==> config.mk <==
export PLATFORM = sky130hd
export DESIGN_NAME = switch_debounce
export DESIGN_NICKNAME = d
export VERILOG_FILES = /design/src/rtl/swdb_pkg.sv /design/src/rtl/swdb_sync.sv /design/src/rtl/swdb_tick_gen.sv /design/src/rtl/swdb_fsm.sv /design/src/rtl/switch_debounce.sv
export SDC_FILE = /design/constraint.sdc
export NUM_CORES = 1
export LEC_CHECK = 0
export BUFFER_PORTS_ARGS = -buffer_cell sky130_fd_sc_hd__buf_2
export CAP_MARGIN = 20
export CORE_MARGIN = 5
export CORE_UTILIZATION = 54
export DETAILED_ROUTE_END_ITERATION = 12
export PLACE_DENSITY = 0.84
export SYNTH_ARGS = -nofsm -noshare
export SYNTH_HDL_FRONTEND = slang
export SYNTH_HIERARCHICAL = 1
export SYNTH_SLANG_ARGS = --single-unit
==> constraint.sdc <==
create_clock -name clk -period 2.2 [get_ports clk]
set_input_delay 0.33 -clock clk [delete_from_list [all_inputs] [get_ports clk]]
set_output_delay 0.33 -clock clk [all_outputs]
set_load 0.02 [all_outputs]
==> src/rtl/swdb_pkg.sv <==
package swdb_pkg;

    // Level of the switch pin as seen by the decision logic.
    typedef enum logic {
        PIN_LOW  = 1'b0,
        PIN_HIGH = 1'b1
    } pin_lvl_e;

    // Registered decision state: candidate level and accepted output.
    typedef struct packed {
        pin_lvl_e track;
        logic     pressed;
    } swdb_state_t;

    function automatic int unsigned max_of(input int unsigned a, input int unsigned b);
        return (a > b) ? a : b;
    endfunction

    // Bits needed to hold the value v (at least one).
    function automatic int unsigned width_for(input int unsigned v);
        return (v < 2) ? 1 : $clog2(v + 1);
    endfunction

endpackage

==> src/rtl/swdb_sync.sv <==
module swdb_sync #(
    parameter int unsigned SYNC_STAGES = 2
) (
    input  logic clk,
    input  logic rst,
    input  logic raw_i,
    output logic lvl_o
);
    logic [SYNC_STAGES-1:0] stage_q;

    // Each stage resets to the released (high) level.
    for (genvar g = 0; g < SYNC_STAGES; g++) begin : g_stage
        if (g == 0) begin : g_first
            always_ff @(posedge clk) begin
                if (rst) stage_q[g] <= 1'b1;
                else     stage_q[g] <= raw_i;
            end
        end else begin : g_next
            always_ff @(posedge clk) begin
                if (rst) stage_q[g] <= 1'b1;
                else     stage_q[g] <= stage_q[g-1];
            end
        end
    end

    assign lvl_o = stage_q[SYNC_STAGES-1];

endmodule

==> src/rtl/swdb_tick_gen.sv <==
module swdb_tick_gen
    import swdb_pkg::*;
#(
    parameter int unsigned TICK_DIV = 625000
) (
    input  logic clk,
    input  logic rst,
    output logic tick_o
);
    localparam int unsigned DIV_W = width_for(TICK_DIV - 1);
    localparam logic [DIV_W-1:0] LAST = DIV_W'(TICK_DIV - 1);

    logic [DIV_W-1:0] div_q;

    always_ff @(posedge clk) begin
        if (rst)                div_q <= '0;
        else if (div_q == LAST) div_q <= '0;
        else                    div_q <= div_q + 1'b1;
    end

    assign tick_o = (div_q == LAST);

    // a strobe lasts one clock and is never followed by another at once
    p_tick_gap_r3: assert property (@(posedge clk) disable iff (rst)
        tick_o |=> !tick_o);

    // the divider never passes its last value
    p_div_range_r3: assert property (@(posedge clk) disable iff (rst)
        div_q <= LAST);

endmodule

==> src/rtl/swdb_fsm.sv <==
module swdb_fsm
    import swdb_pkg::*;
#(
    parameter int unsigned PRESS_TICKS   = 4,
    parameter int unsigned RELEASE_TICKS = 8
) (
    input  logic clk,
    input  logic rst,
    input  logic tick_i,
    input  logic lvl_i,
    output logic pressed_o,
    output logic changed_o
);
    localparam int unsigned SAT   = max_of(PRESS_TICKS, RELEASE_TICKS);
    localparam int unsigned CNT_W = width_for(SAT);
    localparam logic [CNT_W-1:0] CNT_SAT  = CNT_W'(SAT);
    localparam logic [CNT_W-1:0] NEED_PRS = CNT_W'(PRESS_TICKS);
    localparam logic [CNT_W-1:0] NEED_REL = CNT_W'(RELEASE_TICKS);

    swdb_state_t      st_q;
    logic [CNT_W-1:0] cnt_q;
    logic             chg_q;

    logic [CNT_W-1:0] cnt_inc;
    logic [CNT_W-1:0] need;
    logic             same;
    logic             want_press;
    logic             confirm;

    always_comb begin
        cnt_inc    = (cnt_q == CNT_SAT) ? cnt_q : cnt_q + 1'b1;
        want_press = (st_q.track == PIN_LOW);
        need       = want_press ? NEED_PRS : NEED_REL;
        same       = (lvl_i == st_q.track);
        confirm    = tick_i && same && (cnt_inc >= need)
                     && (want_press != st_q.pressed);
    end

    always_ff @(posedge clk) begin
        if (rst) begin
            st_q.track   <= PIN_HIGH;
            st_q.pressed <= 1'b0;
            cnt_q        <= '0;
            chg_q        <= 1'b0;
        end else begin
            chg_q <= confirm;
            if (tick_i) begin
                if (!same) begin
                    st_q.track <= pin_lvl_e'(lvl_i);
                    cnt_q      <= '0;
                end else begin
                    cnt_q <= cnt_inc;
                end
                if (confirm) st_q.pressed <= want_press;
            end
        end
    end

    assign pressed_o = st_q.pressed;
    assign changed_o = chg_q;

    // the steadiness counter stays at or below its ceiling
    p_cnt_sat_r9: assert property (@(posedge clk) disable iff (rst)
        cnt_q <= CNT_SAT);

    // an event can only follow a sample strobe
    p_event_after_tick_r3: assert property (@(posedge clk) disable iff (rst)
        changed_o |-> $past(tick_i));

    // every toggle of the output carries the event flag
    p_toggle_flagged_r7: assert property (@(posedge clk) disable iff (rst)
        (pressed_o != $past(pressed_o)) |-> changed_o);

    // the event flag is a single clock wide
    p_event_single_r7: assert property (@(posedge clk) disable iff (rst)
        changed_o |=> !changed_o);

    // an accepted press needs a long enough low history
    p_press_hold_r5: assert property (@(posedge clk) disable iff (rst)
        (changed_o && pressed_o) |-> ($past(cnt_q) >= NEED_PRS - 1'b1));

    // an accepted release needs a long enough high history
    p_release_hold_r6: assert property (@(posedge clk) disable iff (rst)
        (changed_o && !pressed_o) |-> ($past(cnt_q) >= NEED_REL - 1'b1));

    // a press follows a low sample, a release a high sample
    p_polarity_r8: assert property (@(posedge clk) disable iff (rst)
        changed_o |-> ($past(lvl_i) == !pressed_o));

endmodule

==> src/rtl/switch_debounce.sv <==
module switch_debounce
    import swdb_pkg::*;
#(
    parameter int unsigned TICK_DIV      = 625000,
    parameter int unsigned PRESS_TICKS   = 4,
    parameter int unsigned RELEASE_TICKS = 8,
    parameter int unsigned SYNC_STAGES   = 2
) (
    input  logic clk,
    input  logic rst,
    input  logic sw_raw_n,
    output logic pressed,
    output logic changed
);
    logic lvl_sync;
    logic tick;

    swdb_sync #(.SYNC_STAGES(SYNC_STAGES)) sync_i (
        .clk   (clk),
        .rst   (rst),
        .raw_i (sw_raw_n),
        .lvl_o (lvl_sync)
    );

    swdb_tick_gen #(.TICK_DIV(TICK_DIV)) tick_i (
        .clk    (clk),
        .rst    (rst),
        .tick_o (tick)
    );

    swdb_fsm #(
        .PRESS_TICKS   (PRESS_TICKS),
        .RELEASE_TICKS (RELEASE_TICKS)
    ) fsm_i (
        .clk       (clk),
        .rst       (rst),
        .tick_i    (tick),
        .lvl_i     (lvl_sync),
        .pressed_o (pressed),
        .changed_o (changed)
    );

    // nothing is reported in the first clock after reset
    p_reset_quiet_r1: assert property (@(posedge clk)
        $past(rst) |-> (!pressed && !changed));

endmodule

# Word-level counts from Yosys, hierarchy flattened
# Cells that the tools add are included.
classes:
  order_cmp: 1
  bitwise_logic: 2
  n_addsub: 2
  n_eq_ne: 4
  muxes: 3
  reduce_logical: 6
op_table:
  columns: ["cell", "count"]
  rows:
  - ["20-bit by 1-bit adder with 20-bit output (second input constant)", 1]
  - ["20-bit equality test (second input constant)", 1]
  - ["4-bit 2-to-1 mux", 3]
  - ["4-bit by 1-bit adder with 4-bit output (second input constant)", 1]
  - ["4-bit equality test (second input constant)", 1]
  - ["4-bit >= comparator", 1]
  - ["2-bit AND reduction", 2]
  - ["1-bit logical AND", 3]
  - ["1-bit NOT", 2]
  - ["2-bit OR reduction", 1]
  - ["1-bit equality test", 1]
  - ["1-bit inequality test", 1]
totals:
  elab_cells: 25
  ff_bits: 29
  input_bits: 3
  output_inout_bits: 2

# Logic depth before layout (Yosys ltp)
# Gate-level depths: netlist of the first run.
depth:
  word_depth: 6
  mapped_depth: 9
  mapped_depth_nobuf: 9

# Modules after synthesis
# Netlist of the first run, hierarchy kept.
modules_own_cells:
  columns: ["mod", "n_inst", "area_per_inst_um2", "seq_area_each_um2", "cells_each"]
  rows:
  - ["swdb_tick_gen", 1, 993.5, 400.4, 111]
  - ["swdb_fsm", 1, 449.2, 140.1, 51]
  - ["swdb_sync", 1, 52.6, 40.0, 4]

# Worst setup path after synthesis of the first run
# OpenSTA, ideal clock, no wires.
synth_timing:
  kind: "register to register"
  startpoint: "register tick_i.div_q[0]"
  endpoint: "register fsm_i/pressed_o (netlist name)"
  slack_ns: 0.206
  n_path_buf: 0
  arrival_time_ns: 1.873
  synth_period_minus_slack_ns: 1.994
  setup_ns: 0.121
  required_time_ns: 2.079
  stages_incl_launch_ff: 7
  path_cell_list: "dfxtp_1 > ha_1 > or3b_4 > nor4_1 > o21ai_0 > a211oi_2 > mux2_4"
synth_via:
  elab_chain_cells: 5
synth_lines:
  columns: ["element", "line_no", "text"]
  rows:
  - ["start, declared", "swdb_tick_gen.sv:13", "logic [DIV_W-1:0] div_q;"]
  - ["start signal, assigned", "swdb_tick_gen.sv:18", "else div_q <= div_q + 1'b1;"]
  - ["20-bit equality test (*)", "swdb_tick_gen.sv:21", "assign tick_o = (div_q == LAST);"]
  - ["named net tick", "switch_debounce.sv:16", "logic tick;"]
  - ["1-bit logical AND (2 in a row)", "swdb_fsm.sv:35", "confirm = tick_i && same && (cnt_inc >= need)"]
  - ["1-bit logical AND", "swdb_fsm.sv:36", "&& (want_press != st_q.pressed);"]
  - ["2-bit AND reduction (no source line) (*)", null, null]
# The timed path passes the listed nets; every way through them passes the cells marked *.
# A chain may end at the register's enable or synchronous reset.

# Final worst setup path of the first run
layout_timing:
  startpoint: "register fsm_i.cnt_q[0]"
  endpoint: "register fsm_i/pressed_o (netlist name)"
layout_via:
  elab_chain_cells: 6
  word_cells_on_any_way: 7
  cone_classes: "add/sub: 1; order compare: 1; eq/ne: 1; mux: 1; reduce/logical: 3"
layout_lines:
  columns: ["element", "line_no", "text"]
  rows:
  - ["start, declared", "swdb_fsm.sv:21", "logic [CNT_W-1:0] cnt_q;"]
  - ["start signal, assigned", "swdb_fsm.sv:52", "cnt_q <= cnt_inc;"]
  - ["4-bit by 1-bit adder with 4-bit output / 4-bit equality test (equally long branches)", "swdb_fsm.sv:31", "cnt_inc = (cnt_q == CNT_SAT) ? cnt_q : cnt_q + 1'b1;"]
  - ["4-bit 2-to-1 mux (*)", "swdb_fsm.sv:31", null]
  - ["4-bit >= comparator (*)", "swdb_fsm.sv:35", null]
  - ["1-bit logical AND (*)", "swdb_fsm.sv:35", null]
  - ["1-bit logical AND (*)", "swdb_fsm.sv:36", null]
  - ["2-bit AND reduction (no source line) (*)", null, null]
# Every way passes the cells marked *; elsewhere a longest branch is shown, timed or not.

==> results of run 1 <==
-- worst max-delay path: stages, from the launching register on --
cell and delay, ns:
dfxtp_4 0.37, inv_1 0.07, ha_1 0.22, nand3b_1 0.17
nand2_1 0.08, ha_1 0.18, and2b_1 0.23, a311oi_2 0.06
a211oi_2 0.28, mux2_4 0.32
-- cells in the mapped netlist, drive strengths merged --
| library cell | n | share of area, % |
|---|---|---|
| a211oi | 1 | 0.84 |
| inv | 9 | 2.3 |
| o41ai | 1 | 1.8 |
| buf | 2 | 1.1 |
| ha | 6 | 5.0 |
| nor2b | 1 | 0.42 |
| o31ai | 2 | 1.0 |
| or2b | 1 | 0.50 |
| a311oi | 2 | 2.0 |
| or2 | 3 | 1.4 |
| nor3 | 3 | 1.0 |
| nor4 | 5 | 2.1 |
| o211ai | 1 | 0.50 |
| or3 | 2 | 0.92 |
| nand2 | 9 | 2.3 |
| mux2i | 1 | 0.67 |
| and4 | 1 | 0.75 |
| and2b | 1 | 0.50 |
| and3 | 3 | 1.3 |
| clkbuf | 2 | 0.59 |
| or3b | 1 | 0.75 |
| nand3 | 10 | 3.3 |
| nand3b | 1 | 0.50 |
| nand2b | 3 | 1.3 |
| a21o | 1 | 0.50 |
| mux2 | 1 | 1.0 |
| or4 | 2 | 1.3 |
| and2 | 1 | 0.50 |
| o21ai | 3 | 1.0 |
| nand4 | 10 | 4.6 |
| and4bb | 1 | 0.84 |
| nor2 | 22 | 5.5 |
| dfxtp | 29 | 39 |
| xnor2 | 11 | 6.4 |
| nor4b | 1 | 0.59 |
| xor2 | 6 | 3.5 |
| a21oi | 7 | 2.6 |
-- power groups by stage --
stage               Combinational [W]  Sequential (W)  Clock, W
global route                0.0000369        0.000538  0.000331
finish                      0.0000332        0.000537  0.000295
detailed placement          0.0000326        0.000550         0
CTS                         0.0000328        0.000538  0.000304
floorplan                   0.0000206        0.000549         0
global placement            0.0000309        0.000549         0
-- final timing paths --
path,from,end,slack (ns),cells after the start
hold / removal,sw_raw_n,sync_i/stage_q[0],0.19,2
hold reg to reg,sync_i/stage_q[0],sync_i/lvl_o,0.40,1
setup / recovery,fsm_i/cnt_q[0],fsm_i/pressed_o,0.13,9
setup reg to reg,fsm_i/cnt_q[0],fsm_i/pressed_o,0.13,9
-- routing by layer --
metal	wire, um	global-route usage, %
met5	0	0
met4	58	8.49
met3	112	4.50
met2	1390	26.6
met1	1320	19.8
-- layout make-up --
type	instances	area, um2	area share (%)
clock buffers	8	48.8	2.99
inverters	9	33.8	2.07
multi-input cells	124	862	52.8
flip-flops and latches	29	586	35.8
well taps	31	38.8	2.37
repair buffers	10	65.1	3.98
-- flip-flops by register name, indices dropped and copies added (netlist names) --
name             cells
tick_i/div_q        20
fsm_i/changed_o      1
sync_i/lvl_o         1
fsm_i/pressed_o      1
fsm_i/cnt_q          4
fsm_i/st_q           1
sync_i/stage_q       1
-- metrics by stage --
stage | instance area, um2 | total power (W) | cells
floorplan | 1500 | 0.000570 | 166
global placement | 1570 | 0.000580 | 203
detailed placement | 1570 | 0.000583 | 203
CTS | 1620 | 0.000875 | 211
global route | 1630 | 0.000907 | 211
finish | 1630 | 0.000865 | 211
-- layout by cell type, fill, tap and decap left out, types with 4 or more instances in the layout --
cell type,instances
dfxtp_1,27
nor2_1,22
xnor2_1,11
nand3_1,10
inv_1,9
nand2_1,9
nand4_1,9
xor2_1,6
a21oi_1,6
ha_1,6
buf_4,6
clkbuf_4,5
buf_2,4
nor4_1,4
-- kinds of logic after synthesis --
| logic type | after synthesis | synth area share (%) |
|---|---|---|
| buf+inv | 13 | 3.93 |
| fa+ha+maj | 6 | 5.02 |
| simple gates | 81 | 30.3 |
| flops | 29 | 38.8 |
| compound gates | 18 | 10.3 |
| mux | 2 | 1.67 |
| xor+xnor | 17 | 9.96 |
==> impl_metrics.ini, run 1 <==
[detailed_routing]
vias_per_cell = 5.71
wl_mm = 2.88
vias = 1205
antenna_left = 0
drtPass1Iterations = 4
drc = 0
wl_per_cell_um = 13.7
drtIter0Drc = 42

[cts]
cts.repair.resized = 0
hold_buffers = 0
cts_sinks = 29
clockBufferDepth = 2
clk_latency_ns = 0.33
cts_tree = done
path_clk_slew_ns = 0.08
cts_root_buf = clkbuf_4
post-cts-setup-buffers = 0
cts_inserted_buffers = 5
htree_levels = 2

[floorplanning]
pin_count = 5
dieHeight_um = 62.6
die_w_um = 62.6
core-area_um2 = 2710
dieArea_um2 = 3920
fp-row-count = 19
initial_core_util_pct = 55.2

[synth]
seq_area_frac_synth_pct = 38.8
synth_area_um2 = 1500
yosysWarnings = 6
ys_seq_elements = 29
yosysUniqueCellTypes = 44
synth_fp_nets = 175
synth_cells = 166
avgSynthCellArea_um2 = 9.01

[power]
intPower_w = 0.000671
power.switching_w = 0.000194
peakVddDrop_mv = 0.451
seq_power_share_pct = 62.1
switching_share_pct = 22.4
leakagePower_nw = 0.590
power_density_nw_per_um2 = 529
comb_power_share_pct = 3.8
p_clk_share_pct = 34.1

[timing]
fin_ws_ns = 0.125
clock_skew_ns = 0.0101
setup_viol = 0
slew_violations = 0
grt_setup_unrepaired = no
period_needed_ns = 2.07
hold_viol_final = 0
fin_hold_ws_ns = 0.186
fin_crit_sh_pct = 94.3
setup-tns-final_ns = 0
max_freq_ghz = 0.482
maxSlewHeadroom_pct = 71.8
worstMarginPinSlew_ns = 0.420

[outcome]
outcome = complete, no violations

[critical_path]
end_kind = register
crit_arrival_ns = 2.30
worst-path-max-fanout = 5
critPathRequiredTime_ns = 2.42
critPathLaunchType = register
critPathKind = reg2reg

[placed_design]
port-buffer-count = 4
gp_congestion = 0.913
dp_hpwl_mm = 2.13
dpl_worst_slack_ns = 0.0275

[global_routing]
track_usage_pct = 16.5
antenna_found_initial = 0
grt.overflow.total = 0
first_global_vias = 1253
grt_pass1_wl_mm = 5.31
grt_start_max_net_pins = 11

[finish]
fin_util_pct = 60.3
antenna_cells = 0
nFillCells = 246
area_delta_synth_final_pct = 9.29
drive_gt1_share_pct = 17.8
finalNetCount = 188

[job]
max-cap-violations = 0

[min_path]
hold_class = in2reg
Power figures use the tool's default switching activity.
==> run 2: changes to the inputs <==
RECOVER_POWER = 100   (was not set)
==> run 2 against run 1 <==
  * Hold slack worse by 0.00078 ns
  * Sequential power hardly changed
  * Design area is 2.5% lower
  * Wire length is 0.69% higher
  * Largest power group unchanged
  * Highest routed layer unchanged
==> impl_metrics.ini, run 2 (synthesis gave the netlist of run 1 again) <==
[outcome]
outcome = complete, no violations

[critical_path]
critPathLaunchType = register
rr_endpoint = fsm_i/pressed_o
end_kind = register
crit_arrival_ns = 2.30
rr_startpoint = fsm_i/cnt_q[0]
critPathRequiredTime_ns = 2.42
startpoint = fsm_i/cnt_q[0]
rrSetupSlack_ns = 0.12
critPathKind = reg2reg
worst-path-max-fanout = 5
reg2reg_depth = 9

[timing]
maxSlewHeadroom_pct = 68.6
setup_viol = 0
slew_violations = 0
fin_crit_sh_pct = 94.3
max_freq_ghz = 0.482
clock_skew_ns = 0.00955
period_needed_ns = 2.08
setup-tns-final_ns = 0
worstMarginPinSlew_ns = 0.471
hold_viol_final = 0
grt_setup_unrepaired = no

[finish]
nFillCells = 258
finalNetCount = 188
mostFrequentLayoutCell = dfxtp_1
regMostFlops = tick_i/div_q
drive_gt1_share_pct = 12.8
seqCellArea_um2 = 586
final_cells = 211
area_delta_synth_final_pct = 6.61
reg_top3 = tick_i/div_q (20), fsm_i/cnt_q (4)
layout_common_cells = 27 x dfxtp_1, 22 x nor2_1, 11 x xnor2_1
largest_reg_flops = 20
antenna_cells = 0
multi_input_area_um2 = 841

[global_routing]
track_usage_pct = 16.5
first_global_vias = 1253
grt_start_max_net_pins = 11
grt_pass1_wl_mm = 5.31
grt.overflow.total = 0
antenna_found_initial = 0

[floorplanning]
dieArea_um2 = 3920
core-area_um2 = 2710
fp-row-count = 19
pin_count = 5
initial_core_util_pct = 55.2
dieHeight_um = 62.6
die_w_um = 62.6

[cts]
post-cts-setup-buffers = 0
cts_sinks = 29
clockBufferDepth = 2
cts_inserted_buffers = 5
clk_latency_ns = 0.33
htree_levels = 2
path_clk_slew_ns = 0.08
cts_root_buf = clkbuf_4
cts_tree = done

[power]
intPower_w = 0.000666
leakagePower_nw = 0.542
switching_share_pct = 22.5
power_density_nw_per_um2 = 539
comb_power_share_pct = 3.2
p_clk_share_pct = 34.4
power.switching_w = 0.000193
peakVddDrop_mv = 0.450
seq_power_share_pct = 62.5

[placed_design]
dp_hpwl_mm = 2.13
port-buffer-count = 4
dp_cells = 203
gp_congestion = 0.913

[min_path]
hold_end = sync_i/stage_q[0]
min_delay_path_depth = 2
hold_start = sw_raw_n
hold_class = in2reg

[detailed_routing]
drc = 0
wl_per_cell_um = 13.7
antenna_left = 0
vias_per_cell = 5.75
drtPass1Iterations = 4
drtIter0Drc = 47
wl_mm = 2.90
vias = 1214

[job]
max-cap-violations = 0
-- run 2: changes by cell type in the layout (fill, tap and decap cells not counted), sizes merged --
cell / change
clkbuf: +7
buf: -7
-- run 2: metal layers --
| layer | vias to the layer above | routed length, um | track usage, % |
|---|---|---|---|
| met1 | 567 | 1310 | 19.8 |
| met5 | - | 0 | 0 |
| met2 | 28 | 1380 | 26.6 |
| met4 | 0 | 58 | 8.49 |
| met3 | 6 | 159 | 4.50 |
| li1 | 613 | - | - |
-- run 2: how the worst max path moves through the flow --
| stage | depth (start not counted) | to |
|---|---|---|
| 4_1_cts | 6 | fsm_i/pressed_o |
| 5_1_grt | 9 | fsm_i/pressed_o |
| 6_report | 9 | fsm_i/pressed_o |
| 3_3_place_gp | 6 | fsm_i/pressed_o |
| 2_1_floorplan | 6 | fsm_i/pressed_o |
| 3_5_place_dp | 6 | fsm_i/pressed_o |
-- run 2: cell type report --
| type | instances | share of cell area (%) |
|---|---|---|
| Timing Repair Buffer | 10 | 2.90 |
| Clock buffer | 8 | 3.06 |
| Tap cell | 31 | 2.43 |
| Multi-Input combinational cell | 124 | 52.7 |
| Sequential cell | 29 | 36.7 |
| Inverter | 9 | 2.12 |
-- run 2: metrics by stage --
step / total power, W / worst slack [ns] / util (%) / hold slack, ns / cell area (um2)
6_report: 0.000860 / 0.125 / 58.8 / 0.186 / 1590
5_1_grt: 0.000901 / 0.0164 / 58.8 / 0.185 / 1590
2_1_floorplan: 0.000570 / 0.206 / - / 0.383 / 1500
4_1_cts: 0.000875 / 0.0178 / 59.9 / 0.175 / 1620
3_3_place_gp: 0.000580 / 0.101 / 58.1 / 0.388 / 1570
3_5_place_dp: 0.000583 / 0.0275 / 58.1 / 0.388 / 1570
-- run 2: repair_timing --
item                       in CTS  in global routing
setup endpoints to repair       0                  1
gates resized for setup         0                  4
hold buffers                    0                  0
-- run 2: critical path, cell delays in order, from the launching register on --
cell	delay, ns
dfxtp_4	0.37
inv_1	0.07
ha_1	0.22
nand3b_1	0.17
nand2_1	0.08
ha_1	0.18
and2b_1	0.23
a311oi_2	0.06
a211oi_2	0.28
mux2_4	0.32
-- run 2: power by group through the flow --
stage | Sequential (W) | Combinational (W) | Clock, W
floorplan | 0.000549 | 0.0000206 | 0
global placement | 0.000549 | 0.0000309 | 0
detailed placement | 0.000550 | 0.0000326 | 0
CTS | 0.000538 | 0.0000328 | 0.000304
global route | 0.000538 | 0.0000311 | 0.000331
finish | 0.000537 | 0.0000273 | 0.000295
==> run 3: changes to the inputs <==
ABC_AREA = 1   (was not set)
==> run 3 against run 2 <==
  * Critical endpoint is now tick_i/div_q[19]
  * Critical path type unchanged
  * Sequential cell count unchanged
  * Non-clock buffer count decreased by 5
  * Global-route usage decreased by 1.2 points
  * Utilization increased by 0.97 points
  * Total power increased by 0.74%
  * Highest routed layer unchanged
  * Critical path depth decreased by 3
  * Clock skew increased by 0.0030 ns
  * Via count increased by 10%
==> impl_metrics.ini, run 3 <==
[synth]
ys_top_cells_by_count = 48 x nand2_1, 29 x dfxtp_1, 29 x nor2_1
synth_fp_nets = 232
ys.flop_type = dfxtp_1
synth_most_common_cell = nand2_1
ys_seq_elements = 29
synth_cells = 223
synth_area_um2 = 1590
seq_area_frac_synth_pct = 36.6
synth_top_area_share_pct = 36.6
yosysWarnings = 6
synth_area_leaders = dfxtp_1 37%, nand2_1 11%, nor2_2 7.1%
yosysUniqueCellTypes = 24
synth_edf_count = 0
async_flop_share_pct = 0
synth_top_area_cell = dfxtp_1
avgSynthCellArea_um2 = 7.12

[detailed_routing]
wl_mm = 2.79
vias = 1336
antenna_left = 0
vias_per_cell = 5.02
drtIter0Drc = 60
drc = 0
drtPass1Iterations = 4
wl_per_cell_um = 10.5

[outcome]
outcome = complete, no violations

[placed_design]
port-buffer-count = 4
gp_congestion = 0.858
dp_hpwl_mm = 2.07
dpl-instance-area_um2 = 1630

[power]
peakVddDrop_mv = 0.454
power_density_nw_per_um2 = 521
p_total_w = 0.000866
leakagePower_nw = 0.608

[global_routing]
track_usage_pct = 15.3
first_global_vias = 1220
grt_pass1_wl_mm = 4.97
grt.overflow.total = 0
grt_start_max_net_pins = 20
antenna_found_initial = 0

[critical_path]
path_cells = ha_1, nand2_1, nor2_1, nand3_2, nand2_1, nor2_1
rrSetupSlack_ns = 0.37
critPathRequiredTime_ns = 2.39
crit_arrival_ns = 2.02
end_kind = register
critPathKind = reg2reg
path_delay_family = simple AND/OR/NAND/NOR gates
critical-path-max-stage-delay_ns = 0.64
cp_slowest_cell = nand2_1
rr_endpoint = tick_i/div_q[19]
cp_num_buf_inv = 0
critPathLaunchType = register
rr_startpoint = tick_i/div_q[0]
worst-path-max-fanout = 19
reg2reg_depth = 6

[finish]
antenna_cells = 0
reg_top3 = tick_i/div_q (20), fsm_i/cnt_q (4)
mostFrequentLayoutCell = nand2_1
layout_common_cells = 49 x nand2_1, 31 x nor2_1, 29 x dfxtp_1
regMostFlops = tick_i/div_q
design_area_um2 = 1660
finalNetCount = 243
nFillCells = 262
area_delta_synth_final_pct = 4.73
largest_reg_flops = 20
drive_gt1_share_pct = 14.0

[timing]
period_needed_ns = 1.83
max_freq_ghz = 0.545
setup_viol = 0
worstMarginPinSlew_ns = 0.859
hold_viol_final = 0
fin_crit_sh_pct = 83.3
maxSlewHeadroom_pct = 42.6
clock_skew_ns = 0.0125
slew_violations = 0
grt_setup_unrepaired = no
setup-tns-final_ns = 0

[floorplanning]
core-area_um2 = 2780
fp-row-count = 19
die_w_um = 64.2
dieHeight_um = 64.2
initial_core_util_pct = 57.1
dieArea_um2 = 4120
pin_count = 5

[cts]
hold_buffers = 0
clockBufferDepth = 2
post-cts-setup-buffers = 0
cts.repair.resized = 0
path_clk_slew_ns = 0.08
cts_root_buf = clkbuf_4
clk_latency_ns = 0.33
cts_inserted_buffers = 5
cts_tree = done
htree_levels = 2
cts_sinks = 29

[min_path]
min_delay_path_depth = 3
hold_start = sw_raw_n
hold_class = in2reg
hold_end = sync_i/stage_q[0]

[job]
max-cap-violations = 0
[run 3: through the flow]
stage	hold WS [ns]	utilization [%]	setup slack, ns	instances
6_report	0.173	59.8	0.367	266
3_3_place_gp	0.391	58.7	0.548	258
4_1_cts	0.161	60.5	0.512	266
3_5_place_dp	0.406	58.7	0.528	258
5_1_grt	0.170	59.8	0.182	266
2_1_floorplan	0.387	-	0.494	223
[run 3: cell families (layout without fill, tap and decap cells)]
logic type	Yosys count	after routing	share of synthesized area [%]
fa+ha+maj	6	6	4.73
flops	29	29	36.6
simple gates	129	129	38.5
compound gates	18	18	5.99
xor+xnor	11	11	6.07
buf+inv	30	42	8.12
[run 3: how the worst max path moves through the flow]
stage,startpoint,to,cells after the start
finish,tick_i/div_q[0],tick_i/div_q[19],6
global route,tick_i/div_q[0],tick_i/div_q[7],6
CTS,tick_i/div_q[0],fsm_i/pressed_o,9
detailed placement,tick_i/div_q[0],fsm_i/pressed_o,9
global placement,tick_i/div_q[0],fsm_i/pressed_o,9
floorplan,tick_i/div_q[0],fsm_i/pressed_o,8
[run 3: worst register-to-register path: cells and delay by family, from the launching register on]
kind | cells | cell delay [ns]
adders and majority gates | 1 | 0.22
DFF | 1 | 0.42
and+or+nand+nor | 5 | 1.06
[run 3: area by class of cell]
class | instances | area (um2) | share of cell area [%]
multi-input cells | 164 | 866 | 52.1
flip-flops and latches | 29 | 581 | 34.9
clock buffers | 8 | 48.8 | 2.93
repair buffers | 5 | 20.0 | 1.20
inverters | 29 | 109 | 6.55
well taps | 31 | 38.8 | 2.33
[run 3: where the power goes]
part           leakage (nW)  internal (W)  switching [W]
clock network        0.0265      0.000127       0.000172
registers             0.235      0.000531     0.00000652
logic                 0.346     0.0000104      0.0000198
total                 0.608      0.000668       0.000198
[run 3: metal layers]
| layer | GRT usage (%) | up-vias | share of wire, % |
|---|---|---|---|
| met4 | 6.87 | 0 | 1.5 |
| li1 | - | 722 | - |
| met3 | 6.30 | 5 | 4.3 |
| met1 | 18.8 | 590 | 50 |
| met2 | 23.2 | 19 | 44 |
| met5 | 0 | - | 0 |
